**src/rtl/paging_ctl_pkg.sv**
```systemverilog
package paging_ctl_pkg;

    localparam int unsigned XW = 32;

    // control word bit positions (decoded by neighbouring logic)
    localparam int unsigned BIT_PE  = 0;
    localparam int unsigned BIT_MP  = 1;
    localparam int unsigned BIT_EM  = 2;
    localparam int unsigned BIT_TS  = 3;
    localparam int unsigned BIT_ET  = 4;
    localparam int unsigned BIT_WP  = 16;
    localparam int unsigned BIT_PG  = 31;
    localparam int unsigned BIT_PSE = 4;
    localparam int unsigned BIT_PAE = 5;
    localparam int unsigned BIT_PGE = 7;

    typedef struct packed {
        logic prot;
        logic addseg;
        logic mp;
        logic em;
        logic ts;
    } hflags_t;

    typedef struct packed {
        logic [XW-1:0] cr0;
        logic [XW-1:0] cr3;
        logic [XW-1:0] cr4;
        logic [XW-1:0] mask;
        hflags_t       hf;
        logic          flush;
    } state_t;

endpackage

```
**src/rtl/paging_ctl_cr0_path.sv**
```systemverilog
module paging_ctl_cr0_path
    import paging_ctl_pkg::*;
(
    input  logic          we,
    input  logic [XW-1:0] wdata,
    input  logic [XW-1:0] cur,
    input  hflags_t       hf_cur,
    output logic [XW-1:0] nxt,
    output hflags_t       hf_nxt,
    output logic          flush
);
    localparam logic [XW-1:0] ET_MASK    = XW'(1) << BIT_ET;
    localparam logic [XW-1:0] WATCH_MASK = (XW'(1) << BIT_PG) | (XW'(1) << BIT_WP)
                                         | (XW'(1) << BIT_PE);

    logic [XW-1:0] cand;

    always_comb begin
        cand   = wdata | ET_MASK;
        nxt    = cur;
        hf_nxt = hf_cur;
        flush  = 1'b0;
        if (we) begin
            nxt           = cand;
            flush         = |((cand ^ cur) & WATCH_MASK);
            hf_nxt.prot   = cand[BIT_PE];
            hf_nxt.addseg = hf_cur.addseg | ~cand[BIT_PE];
            hf_nxt.mp     = cand[BIT_MP];
            hf_nxt.em     = cand[BIT_EM];
            hf_nxt.ts     = cand[BIT_TS];
        end
    end
endmodule

```
**src/rtl/paging_ctl_cr4_path.sv**
```systemverilog
module paging_ctl_cr4_path
    import paging_ctl_pkg::*;
(
    input  logic          we,
    input  logic [XW-1:0] wdata,
    input  logic [XW-1:0] cur,
    output logic [XW-1:0] nxt,
    output logic          flush
);
    localparam logic [XW-1:0] WATCH_MASK = (XW'(1) << BIT_PGE) | (XW'(1) << BIT_PAE)
                                         | (XW'(1) << BIT_PSE);

    always_comb begin
        nxt   = cur;
        flush = 1'b0;
        if (we) begin
            nxt   = wdata;
            flush = |((wdata ^ cur) & WATCH_MASK);
        end
    end
endmodule

```
**src/rtl/paging_ctl_a20_gate.sv**
```systemverilog
module paging_ctl_a20_gate
    import paging_ctl_pkg::*;
#(
    parameter int unsigned GATE_BIT = 20
) (
    input  logic          en,
    input  logic [XW-1:0] cur,
    output logic [XW-1:0] nxt,
    output logic          flush
);
    localparam logic [XW-1:0] BASE = ~(XW'(1) << GATE_BIT);

    always_comb begin
        nxt   = cur;
        flush = 1'b0;
        if (en != cur[GATE_BIT]) begin
            nxt   = BASE | (XW'(en) << GATE_BIT);
            flush = 1'b1;
        end
    end
endmodule

```
**src/rtl/paging_ctl.sv**
```systemverilog
module paging_ctl
    import paging_ctl_pkg::*;
#(
    parameter logic [31:0] CR0_RESET = 32'h6000_0010,
    parameter int unsigned GATE_BIT  = 20
) (
    input  logic        clk,
    input  logic        rst_n,
    input  logic        cr0_we,
    input  logic [31:0] cr0_wdata,
    input  logic        cr3_we,
    input  logic [31:0] cr3_wdata,
    input  logic        cr4_we,
    input  logic [31:0] cr4_wdata,
    input  logic        a20_en,
    output logic [31:0] cr0,
    output logic [31:0] cr3,
    output logic [31:0] cr4,
    output logic [31:0] a20_mask,
    output logic        hf_prot,
    output logic        hf_addseg,
    output logic        hf_mp,
    output logic        hf_em,
    output logic        hf_ts,
    output logic        tlb_flush
);
    localparam logic [XW-1:0] ET_MASK = XW'(1) << BIT_ET;

    state_t        st_d, st_q;
    logic [XW-1:0] cr0_nxt, cr4_nxt, mask_nxt;
    hflags_t       hf_nxt;
    logic          fl_cr0, fl_cr4, fl_a20, fl_cr3;

    paging_ctl_cr0_path u_cr0 (
        .we     (cr0_we),
        .wdata  (cr0_wdata),
        .cur    (st_q.cr0),
        .hf_cur (st_q.hf),
        .nxt    (cr0_nxt),
        .hf_nxt (hf_nxt),
        .flush  (fl_cr0)
    );

    paging_ctl_cr4_path u_cr4 (
        .we    (cr4_we),
        .wdata (cr4_wdata),
        .cur   (st_q.cr4),
        .nxt   (cr4_nxt),
        .flush (fl_cr4)
    );

    paging_ctl_a20_gate #(.GATE_BIT(GATE_BIT)) u_a20 (
        .en    (a20_en),
        .cur   (st_q.mask),
        .nxt   (mask_nxt),
        .flush (fl_a20)
    );

    // CR3 sees the CR0 value of this cycle's write (CR0 applied first)
    assign fl_cr3 = cr3_we & cr0_nxt[BIT_PG];

    always_comb begin
        st_d       = st_q;
        st_d.cr0   = cr0_nxt;
        st_d.cr4   = cr4_nxt;
        st_d.mask  = mask_nxt;
        st_d.hf    = hf_nxt;
        if (cr3_we) begin
            st_d.cr3 = cr3_wdata;
        end
        st_d.flush = fl_cr0 | fl_cr3 | fl_cr4 | fl_a20;
    end

    always_ff @(posedge clk) begin
        if (!rst_n) begin
            st_q.cr0       <= CR0_RESET | ET_MASK;
            st_q.cr3       <= '0;
            st_q.cr4       <= '0;
            st_q.mask      <= '1;
            st_q.hf.prot   <= CR0_RESET[BIT_PE];
            st_q.hf.addseg <= ~CR0_RESET[BIT_PE];
            st_q.hf.mp     <= CR0_RESET[BIT_MP];
            st_q.hf.em     <= CR0_RESET[BIT_EM];
            st_q.hf.ts     <= CR0_RESET[BIT_TS];
            st_q.flush     <= 1'b0;
        end else begin
            st_q <= st_d;
        end
    end

    assign cr0       = st_q.cr0;
    assign cr3       = st_q.cr3;
    assign cr4       = st_q.cr4;
    assign a20_mask  = st_q.mask;
    assign hf_prot   = st_q.hf.prot;
    assign hf_addseg = st_q.hf.addseg;
    assign hf_mp     = st_q.hf.mp;
    assign hf_em     = st_q.hf.em;
    assign hf_ts     = st_q.hf.ts;
    assign tlb_flush = st_q.flush;

    assert_et_forced_R2: assert property (@(posedge clk) disable iff (!rst_n)
        cr0_we |=> cr0[BIT_ET]);

    assert_prot_tracks_R4: assert property (@(posedge clk) disable iff (!rst_n)
        cr0_we |=> (hf_prot == $past(cr0_wdata[BIT_PE])));

    assert_addseg_real_R4: assert property (@(posedge clk) disable iff (!rst_n)
        (cr0_we && !cr0_wdata[BIT_PE]) |=> hf_addseg);

    assert_cr3_store_R6: assert property (@(posedge clk) disable iff (!rst_n)
        cr3_we |=> (cr3 == $past(cr3_wdata)));

    assert_cr3_hold_R6: assert property (@(posedge clk) disable iff (!rst_n)
        !cr3_we |=> $stable(cr3));

    assert_mask_shape_R8: assert property (@(posedge clk) disable iff (!rst_n)
        (a20_mask | (XW'(1) << GATE_BIT)) == '1);

    assert_quiet_R9: assert property (@(posedge clk) disable iff (!rst_n)
        (!cr0_we && !cr3_we && !cr4_we && (a20_en == a20_mask[GATE_BIT])) |=> !tlb_flush);

    assert_combined_R10: assert property (@(posedge clk) disable iff (!rst_n)
        (cr0_we && cr0_wdata[BIT_PG] && cr3_we) |=> tlb_flush);
endmodule

```
**config.mk**
```make
export PLATFORM = sky130hd
export DESIGN_NAME = paging_ctl
export DESIGN_NICKNAME = d
export VERILOG_FILES = /design/src/rtl/paging_ctl_pkg.sv /design/src/rtl/paging_ctl_cr0_path.sv /design/src/rtl/paging_ctl_cr4_path.sv /design/src/rtl/paging_ctl_a20_gate.sv /design/src/rtl/paging_ctl.sv
export SDC_FILE = /design/constraint.sdc
export NUM_CORES = 1
export LEC_CHECK = 0
export BUFFER_PORTS_ARGS = -buffer_cell sky130_fd_sc_hd__buf_2
export CAP_MARGIN = 20
export CORE_ASPECT_RATIO = 1.75
export CORE_MARGIN = 8
export CORE_UTILIZATION = 38
export DETAILED_ROUTE_END_ITERATION = 7
export PLACE_DENSITY = 0.75
export SYNTH_ARGS = -nofsm -noshare
export SYNTH_HDL_FRONTEND = slang
export SYNTH_SLANG_ARGS = --single-unit
```
**constraint.sdc**
```tcl
create_clock -name clk -period 1.1 [get_ports clk]
set_input_delay 0.165 -clock clk [delete_from_list [all_inputs] [get_ports clk]]
set_output_delay 0.165 -clock clk [all_outputs]
set_load 0.05 [all_outputs]
```
After elaboration in Yosys (flattened, before gate mapping)
Cells that the tools add are included.
{"block": "totals", "reg_bits": 102}
{"block": "op_classes", "eq_ne": 1, "mux": 4, "bitwise": 8, "reduce_logical": 2}
{"operator": "$mux 32", "n": 1}
{"operator": "$xor 32x32->32", "n": 1}
{"operator": "$xor 8x8->8", "n": 1}
{"operator": "$reduce_or 3->1", "n": 2}
{"operator": "$or 1x1->1", "n": 4}
{"operator": "$mux 1", "n": 3}
{"operator": "$and 1x1->1", "n": 1}
{"operator": "$ne 1x1->1", "n": 1}
{"operator": "$not 1->1", "n": 1}

Longest topological paths before layout
{"block": "depth", "word_depth": 6, "depth_mapped": 4, "depth_no_buf": 3}

Cells and area by module
Synthesis repeated with hierarchy kept, for this count alone.
{"block": "hier_totals", "hier_cells": 457, "hier_area_um2": 5421.4}
{"mod": "paging_ctl", "n_inst": 1, "cells_each": 319, "area_each_um2": 3995.1, "seq_area_each_um2": 2682.6}
{"mod": "paging_ctl_cr0_path", "n_inst": 1, "cells_each": 59, "area_each_um2": 603.1, "seq_area_each_um2": 0.0}
{"mod": "paging_ctl_cr4_path", "n_inst": 1, "cells_each": 40, "area_each_um2": 575.6, "seq_area_each_um2": 0.0}
{"mod": "paging_ctl_a20_gate", "n_inst": 1, "cells_each": 39, "area_each_um2": 247.7, "seq_area_each_um2": 0.0}

Least setup slack after synthesis
OpenSTA, ideal clock, no wires.
{"block": "synth_timing", "path_type": "reg-to-reg", "from": "register, netlist name cr4[4]", "to": "register st_q (netlist bit tlb_flush)", "setup_time_ns": 0.120, "arrival_ns": 1.315, "setup_slack_ns": -0.335, "stages_incl_launch_ff": 4, "path_cell_list": "dfxtp_1 xor2_1 o31a_1 o31a_1"}
{"block": "synth_between", "elab_chain_cells": 5}
{"element": "$xor 8x8->8", "line_no": "paging_ctl_cr4_path.sv:18", "rtl": "flush = |((wdata ^ cur) & WATCH_MASK);"}
{"element": "$reduce_or 3->1", "line_no": "paging_ctl_cr4_path.sv:18"}
{"element": "$mux 1", "line_no": "paging_ctl_cr4_path.sv:16", "rtl": "if (we) begin"}
{"element": "$or 1x1->1 (2 in series)", "line_no": "paging_ctl.sv:71", "rtl": "st_d.flush = fl_cr0 | fl_cr3 | fl_cr4 | fl_a20;"}
{"element": "end signal, assigned", "line_no": "paging_ctl.sv:87", "rtl": "st_q <= st_d;"}
{"element": "end, declared", "line_no": "paging_ctl.sv:29", "rtl": "state_t st_d, st_q;"}
No other way between the ends.
A chain may end at the register's enable or synchronous reset.

Worst setup path after layout
{"block": "layout_timing", "from": "register, netlist name cr0[16]", "to": "register st_q (netlist bit tlb_flush)"}
{"block": "layout_between", "elab_chain_cells": 6}
{"element": "$xor 32x32->32", "line_no": "paging_ctl_cr0_path.sv:25", "rtl": "flush = |((cand ^ cur) & WATCH_MASK);"}
{"element": "$reduce_or 3->1", "line_no": "paging_ctl_cr0_path.sv:25"}
{"element": "$mux 1", "line_no": "paging_ctl_cr0_path.sv:23", "rtl": "if (we) begin"}
{"element": "$or 1x1->1 (3 in series)", "line_no": "paging_ctl.sv:71"}
No other way between the ends.

==> results.sh <==
export IMPL_timing_rr_start="cr0[16]$_SDFFE_PN0P_"
export IMPL_clk_latency_ns=0.33
export IMPL_holdBufCountCts=0
export IMPL_ys_ff_latch=98
export IMPL_status="complete, but fails checks"
export IMPL_ys_types=15
export IMPL_gr_usage_all_layers_pct=15.17
export IMPL_io_pins=236
export IMPL_grt_pass1_vias=3442
export IMPL_fin_skew_ns=0.004862
export IMPL_hold_class="in -> reg"
export IMPL_end_kind="flip-flop"
export IMPL_cts_tree="built"
export IMPL_dpl_worst_slack_ns=-0.08632
export IMPL_overflow=0
export IMPL_syn_area_per_cell_um2=10.44
export IMPL_grt_pass1_wl_um=16540
export IMPL_avgRoutedWirePerCell_um=15.55
export IMPL_stdcell_count=694
export IMPL_htree_levels=3
export IMPL_p_int_mw=6.485
export IMPL_cts_buffers=9
export IMPL_arrival_ns=1.37
export IMPL_path_max_fanout=3
export IMPL_switching_power_mw=2.824
export IMPL_ir_drop_mv=1.103
export IMPL_antenna_left=0
export IMPL_num_rows=48
export IMPL_cp_start_kind="flip-flop"
export IMPL_gp_congestion=0.7717
export IMPL_drcViolationCount=0
export IMPL_fin_ws_ns=-0.05208
export IMPL_setup_viol=4
export IMPL_timing_worst_setup_path_type="reg -> reg"
export IMPL_violations="negative setup slack"
export IMPL_fin_nets=667
export IMPL_place_port_buffers=202
export IMPL_r2r_worst_path_cells=3
export IMPL_cp_cell_sequence="xor2_1, o31a_1, o31a_1"
export IMPL_drtPass1Iterations=4
export IMPL_r2r_end="tlb_flush$_SDFF_PN0_"
export IMPL_die_area_mm2=0.01355
export IMPL_dp_cells=677
export IMPL_p_comb_share_pct=23.3
export IMPL_seq_area_frac_synth_pct=51.75
export IMPL_clockBufferDepth=2
export IMPL_cap_violations=0
export IMPL_antenna_found_initial=1
export IMPL_die_w_um=91.51
export IMPL_dp_hpwl_um=8656
export IMPL_cpMostUsedCell="o31a_1"
export IMPL_cpPeakStageDelay_ns=0.33
export IMPL_first_iter_violations=64
export IMPL_slew_viol_final=0
export IMPL_n_antenna_cell=0
export IMPL_ys_warn_count=0
export IMPL_final_core_util_pct=56.66
export IMPL_p_per_area_mw_per_mm2=1678
export IMPL_max_freq_mhz=868.0
export IMPL_syn_inst=363
export IMPL_cp_slowest_cell="dfxtp_2"
export IMPL_whs_path_depth=2
export IMPL_area_growth_pct=46.30
export IMPL_start_util_pct=38.73
export IMPL_die_h_um=148.1
export IMPL_post_route_period_util_pct=104.7
export IMPL_clk_pin_slew_ns=0.06
export IMPL_clkPwrFrac_pct=34.9
export IMPL_p_seq_share_pct=41.8
export IMPL_clockRootBuffer="clkbuf_16"
export IMPL_clock_sinks=98
export IMPL_period_needed_ns=1.152
export IMPL_p_leak_nw=2.919
export IMPL_syn_cell_area_mm2=0.003791
export IMPL_wirelength_um=10800
export IMPL_num_vias=3139
export IMPL_vias_per_cell=4.523
export IMPL_finalHoldViolations=0
export IMPL_hold_end="a20_mask[20]$_SDFFE_PN1P_"
export IMPL_drive_gt1_share_pct=42.88
export IMPL_worst_hold_slack_ns=0.04914
export IMPL_switching_share_pct=30.34
export IMPL_rsz0062_at_grt="yes"
export IMPL_regToRegSetupSlack_ns=-0.05
export IMPL_worstHoldStart="a20_en"
export IMPL_coreArea_mm2=0.009789
export IMPL_grt_start_max_net_pins=39
export IMPL_critPathRequiredTime_ns=1.32
sequential cells by signal (all words and copies together), names as in the netlist:
signal	count
cr3	32
hf_addseg	1
tlb_flush	1
cr4	32
a20_mask	1
cr0	31
critical path, delay by kind of cell (launching register included):
kind	cells	cell delay (ns)
flops	1	0.33
compound gates	2	0.57
xor+xnor	1	0.14
cells in the mapped netlist, drive strengths merged:
cell	number	area [um^2]
a211o	1	8.760
buf	55	387.9
clkbuf	3	11.26
conb	1	3.750
dfxtp	98	1962
inv	3	11.26
mux2i	95	950.9
nand2	2	7.510
nand2b	1	6.260
nor2	93	349.1
o21ai	1	5.000
o31a	3	26.28
xnor2	1	8.760
xor2	6	52.55
worst max path at each step:
stage                         startpoint                   end  slack [ns]  cells after the start
floorplan            cr4[4]$_SDFFE_PN0P_  tlb_flush$_SDFF_PN0_        -0.1                      3
global placement     cr4[4]$_SDFFE_PN0P_  tlb_flush$_SDFF_PN0_       -0.08                      3
detailed placement   cr4[4]$_SDFFE_PN0P_  tlb_flush$_SDFF_PN0_       -0.09                      3
CTS                 cr0[16]$_SDFFE_PN0P_  tlb_flush$_SDFF_PN0_       -0.06                      3
global route        cr0[16]$_SDFFE_PN0P_  tlb_flush$_SDFF_PN0_       -0.08                      3
finish              cr0[16]$_SDFFE_PN0P_  tlb_flush$_SDFF_PN0_       -0.05                      3
cells in the final DEF, fill, tap and decap left out, drive strengths merged:
cell	count
o31a	3
nor2	93
xor2	6
o21ai	1
nand2	2
clkinv	1
conb	32
mux2i	95
dfxtp	98
inv	4
a211o	1
nand2b	1
clkbuf	18
bufinv	1
xnor2	1
buf	212
cell families (layout without fill, tap and decap cells):
group                  after synthesis  after routing  synth area share (%)
multiplexers                        95             95                 25.08
AO/OA/AOI/OAI                        5              5                 1.056
XOR/XNOR                             7              7                 1.617
flip-flops                          98             98                 51.75
other                                1             32               0.09891
AND/OR/NAND/NOR                     96             96                 9.571
buffers and inverters               61            236                 10.82
area by class of cell:
class,count,area [um^2]
Fill cell,841,4243
Tap cell,125,156.4
Clock inverter,3,43.79
Timing Repair Buffer,218,1540
Clock buffer,12,277.8
Multi-Input combinational cell,235,1535
Inverter,3,11.26
Sequential cell,98,1982
power by group through the flow:
| stage | sequential [mW] | combinational, mW | clock [mW] |
|---|---|---|---|
| floorplan | 4.68 | 0.825 | 0 |
| global placement | 3.93 | 1.97 | 0 |
| detailed placement | 3.95 | 2.01 | 0 |
| CTS | 3.88 | 2.14 | 3.37 |
| global route | 3.91 | 2.27 | 3.55 |
| finish | 3.89 | 2.17 | 3.25 |
routing by layer:
metal,vias to the layer above,wire [um],global-route usage [%]
li1,1520,-,-
met1,1454,3368,12.23
met2,145,6076,29.00
met3,18,1079,7.269
met4,2,256,7.667
met5,-,13,0
stage by stage:
step	instance area (um^2)	total power, mW	setup TNS (ns)
2_1_floorplan	3924	5.501	-0.09892
3_3_place_gp	4860	5.906	-0.07800
3_5_place_dp	4860	5.954	-0.08632
4_1_cts	5456	9.397	-0.1937
5_1_grt	5547	9.731	-0.3225
6_report	5547	9.309	-0.06688
repair_timing:
| action | in CTS | in global routing |
|---|---|---|
| pin swaps | 4 | 0 |
| setup buffers | 1 | 1 |
| setup endpoints to repair | 94 | 27 |
| gates cloned | 0 | 0 |
| hold endpoints to repair | 0 | 0 |
| gates resized for setup | 102 | 30 |
Note: power is estimated with default switching activity, not from simulation.
